`src/rtl/mag_cmp_pkg.sv`:
```
package mag_cmp_pkg;

  // Relation between two operands, one-hot when valid.
  typedef struct packed {
    logic lt;
    logic eq;
    logic gt;
  } rel_t;

  localparam rel_t REL_EQUAL = '{lt: 1'b0, eq: 1'b1, gt: 1'b0};

endpackage

```
`src/rtl/mag_cmp_group.sv`:
```
// Relation of two bit groups, decided from the top bit downward.
module mag_cmp_group
  import mag_cmp_pkg::*;
#(
  parameter int GW = 4
) (
  input  logic [GW-1:0] a,
  input  logic [GW-1:0] b,
  output rel_t          rel
);

  logic [GW-1:0] bit_eq;
  logic [GW-1:0] above_eq;   // all bits above position i match
  logic [GW-1:0] gt_term;
  logic [GW-1:0] lt_term;

  assign above_eq[GW-1] = 1'b1;

  genvar i;
  generate
    for (i = 0; i < GW; i++) begin : g_bit
      assign bit_eq[i]  = ~(a[i] ^ b[i]);
      assign gt_term[i] = above_eq[i] & a[i] & ~b[i];
      assign lt_term[i] = above_eq[i] & ~a[i] & b[i];
      if (i < GW - 1) begin : g_chain
        assign above_eq[i] = above_eq[i+1] & bit_eq[i+1];
      end
    end
  endgenerate

  assign rel.gt = |gt_term;
  assign rel.lt = |lt_term;
  assign rel.eq = above_eq[0] & bit_eq[0];

endmodule

```
`src/rtl/mag_cmp_merge.sv`:
```
// Combine the local relation with the one received from below.
module mag_cmp_merge
  import mag_cmp_pkg::*;
(
  input  rel_t own,
  input  rel_t low,
  output rel_t res
);

  assign res.gt = own.gt | (own.eq & low.gt);
  assign res.lt = own.lt | (own.eq & low.lt);
  assign res.eq = own.eq & low.eq;

endmodule

```
`src/rtl/mag_cmp_slice.sv`:
```
module mag_cmp_slice
  import mag_cmp_pkg::*;
#(
  parameter int SW = 4
) (
  input  logic [SW-1:0] a,
  input  logic [SW-1:0] b,
  input  rel_t          casc_in,
  output rel_t          casc_out
);

  rel_t local_rel;

  mag_cmp_group #(.GW(SW)) u_grp (
    .a   (a),
    .b   (b),
    .rel (local_rel)
  );

  mag_cmp_merge u_mrg (
    .own (local_rel),
    .low (casc_in),
    .res (casc_out)
  );

endmodule

```
`src/rtl/mag_cmp_chain.sv`:
```
module mag_cmp_chain
  import mag_cmp_pkg::*;
#(
  parameter int SLICE_W = 4,
  parameter int NSLICES = 3,
  localparam int W = SLICE_W * NSLICES
) (
  input  logic [W-1:0] a_i,
  input  logic [W-1:0] b_i,
  output logic         lt_o,
  output logic         eq_o,
  output logic         gt_o
);

  rel_t link [NSLICES+1];

  // Lowest stage sees "equal so far".
  assign link[0] = REL_EQUAL;

  genvar s;
  generate
    for (s = 0; s < NSLICES; s++) begin : g_slice
      mag_cmp_slice #(.SW(SLICE_W)) u_slice (
        .a        (a_i[s*SLICE_W +: SLICE_W]),
        .b        (b_i[s*SLICE_W +: SLICE_W]),
        .casc_in  (link[s]),
        .casc_out (link[s+1])
      );
    end
  endgenerate

  assign lt_o = link[NSLICES].lt;
  assign eq_o = link[NSLICES].eq;
  assign gt_o = link[NSLICES].gt;

endmodule

```
`config.mk`:
```
export PLATFORM = sky130hd
export DESIGN_NAME = mag_cmp_chain
export DESIGN_NICKNAME = d
export VERILOG_FILES = /design/src/rtl/mag_cmp_pkg.sv /design/src/rtl/mag_cmp_group.sv /design/src/rtl/mag_cmp_merge.sv /design/src/rtl/mag_cmp_slice.sv /design/src/rtl/mag_cmp_chain.sv
export SDC_FILE = /design/constraint.sdc
export NUM_CORES = 1
export LEC_CHECK = 0
export ABC_AREA = 1
export BUFFER_PORTS_ARGS = -buffer_cell sky130_fd_sc_hd__buf_2
export CAP_MARGIN = 10
export CORE_UTILIZATION = 34
export DETAILED_ROUTE_END_ITERATION = 16
export GPL_TIMING_DRIVEN = 1
export PLACE_DENSITY = 0.66
export SLEW_MARGIN = 20
export SYNTH_ARGS = -nofsm -noshare
export SYNTH_HDL_FRONTEND = slang
export SYNTH_HIERARCHICAL = 1
export SYNTH_SLANG_ARGS = --single-unit
```
`constraint.sdc`:
```
create_clock -name vclk -period 1.08
set_clock_uncertainty 0.05 [all_clocks]
set_input_delay 0.054 -clock vclk [all_inputs]
set_output_delay 0.054 -clock vclk [all_outputs]
set_load 0.02 [all_outputs]
```
==> flow_metrics.tcl <==
set metrics [dict create \
    seq_area_frac_synth 0 \
    swShare 0.528 \
    start_util 0.360 \
    clkbuf_count 0 \
    end_kind "output port" \
    synth.distinct_cells 12 \
    power_frac_comb 1.000 \
    power.internal_uw 168 \
    regArea_um2 0 \
    p_leak_nw 0.575 \
    antenna_found_initial 0 \
    num_io_pins 27 \
    syn_area_per_cell_um2 5.05 \
    power_density_nw_per_um2 393 \
    post_cts_buffers 0 \
    antenna_cells 0 \
    min_to "gt_o" \
    io_buffers 27 \
    cap_violations 0 \
    vias 738 \
    setup_viol 3 \
    nNetsFinal 185 \
    seq_power_share 0 \
    setup_ws_ps -160 \
    hold_depth 7 \
    slew_violations 0 \
    ant_nets 0 \
    startpoint_type "input pin" \
    crit_arrival_ps 1140 \
    netlist_area_um2 616 \
    switchingPower_uw 188 \
    dr.first_iter.drc_count 14 \
    min_period_ps 1240 \
    hold_viol 0 \
    ys_top_cells_by_area "inv_1, nand2_1, nor2_1" \
    die_width_um 44.6 \
    violations "setup timing" \
    dr.pass1.iters 4 \
    avgViaCountPerCell 4.15 \
    hold_start "b_i[8]" \
    grt_max_degree 4 \
    wl_um 1390 \
    drive_above_1_share 0.353 \
    stdcell_area_um2 906 \
    pre_cts_ws_ps -272 \
    drc 0 \
    die_area_um2 1980 \
    yosysWarnings 6 \
    required_ps 980 \
    track_usage 0.144 \
    rows 15 \
    crit_fanout 3 \
    die_h_um 44.6 \
    design.seq.count 0 \
    irDropWorstVdd_mv 0.172 \
    num-fill-cells 180 \
    fmax_mhz 807 \
    post-route-period-util 1.15 \
    grt_pass1_vias 596 \
    p_total_uw 356 \
    grt_pass1_wl_um 2280 \
    grt_setup_unrepaired "yes" \
    syn-instance-count 122 \
    hold_path_class "input pin to output port" \
    multiInputGateArea_um2 524 \
    grt_overflow 0 \
    dpl_cell_area_um2 831 \
    dp_hpwl_um 1080 \
    p_clk_frac 0 \
    final_cell_mix "inv_1, nand2_1, buf_2" \
    final_util 0.530 \
    wire_per_inst_um 7.82 \
    crit_type "input pin to output port" \
    area_growth_pct 47.2 \
    coreArea_um2 1710 \
    yosysTopAreaCell "inv_1" \
    layout_commonest_cell "inv_1" \
    synth_top_area_frac 0.220 \
    outcome "finished with violations" \
    place_congestion 0.774 \
]
routing by layer:
layer,vias to the layer above,share of wire,global-route usage
li1,406,-,-
met1,316,0.42,0.176
met2,16,0.55,0.294
met3,0,0.031,0
met4,0,0,0
met5,-,0,0
cell type report:
cell class | instances | share of cell area
Tap cell | 25 | 0.0345
Multi-Input combinational cell | 84 | 0.579
Timing Repair Buffer | 30 | 0.213
Inverter | 39 | 0.174
kinds of logic (layout without fill, tap and decap cells):
family                     Yosys count  count (layout)  synth area share
AOI/OAI and AO/OA                    6               6            0.0732
adders and majority gates            6               6             0.122
buffers and inverters               39              69             0.244
other                                2               3            0.0122
and+or+nand+nor                     69              69             0.549
metrics by stage:
step | std cells | TNS, ps | hold slack, ps
final | 178 | -468 | 535
after global routing | 178 | -746 | 589
after CTS | 178 | -452 | 540
after detailed placement | 178 | -755 | 556
after global placement | 178 | -707 | 548
after floorplan | 123 | 0 | 341
cell usage after synthesis:
library cell and n:
ha_1 6, inv_1 36, and2_1 3, nand3_1 6, nand3_4 3, nand2_1 27, and3_1 3, o21bai_1 6
conb_1 2, clkinv_2 3, nand2_2 6, nor2_1 21
how the worst max path moves through the flow:
| stage | start | end | cells past startpoint |
|---|---|---|---|
| 2_1_floorplan | a_i[3] | eq_o | 11 |
| 6_report | a_i[3] | eq_o | 13 |
| 5_1_grt | a_i[3] | lt_o | 14 |
| 4_1_cts | a_i[3] | lt_o | 14 |
| 3_3_place_gp | a_i[3] | lt_o | 14 |
| 3_5_place_dp | a_i[3] | lt_o | 14 |
power groups by stage:
stage	clock [mW]	combinational, mW	sequential (mW)
6_report	0	0.356	0
3_5_place_dp	0	0.308	0
5_1_grt	0	0.401	0
2_1_floorplan	0	0.209	0
4_1_cts	0	0.347	0
3_3_place_gp	0	0.298	0
worst max-delay path: stages:
cell and delay (ps):
buf_8 80, inv_4 30, ha_4 270, nand3_4 80, inv_4 70, and3_4 180, nand2_1 50, inv_1 40
nand2_1 40, inv_1 40, nand2_1 50, inv_2 50, buf_6 100
what timing repair did:
item,CTS,global route
pin swaps,14,9
resized for setup,18,2
hold buffers,0,0
setup endpoints to repair,3,3
(Power assumes the default switching activity.)
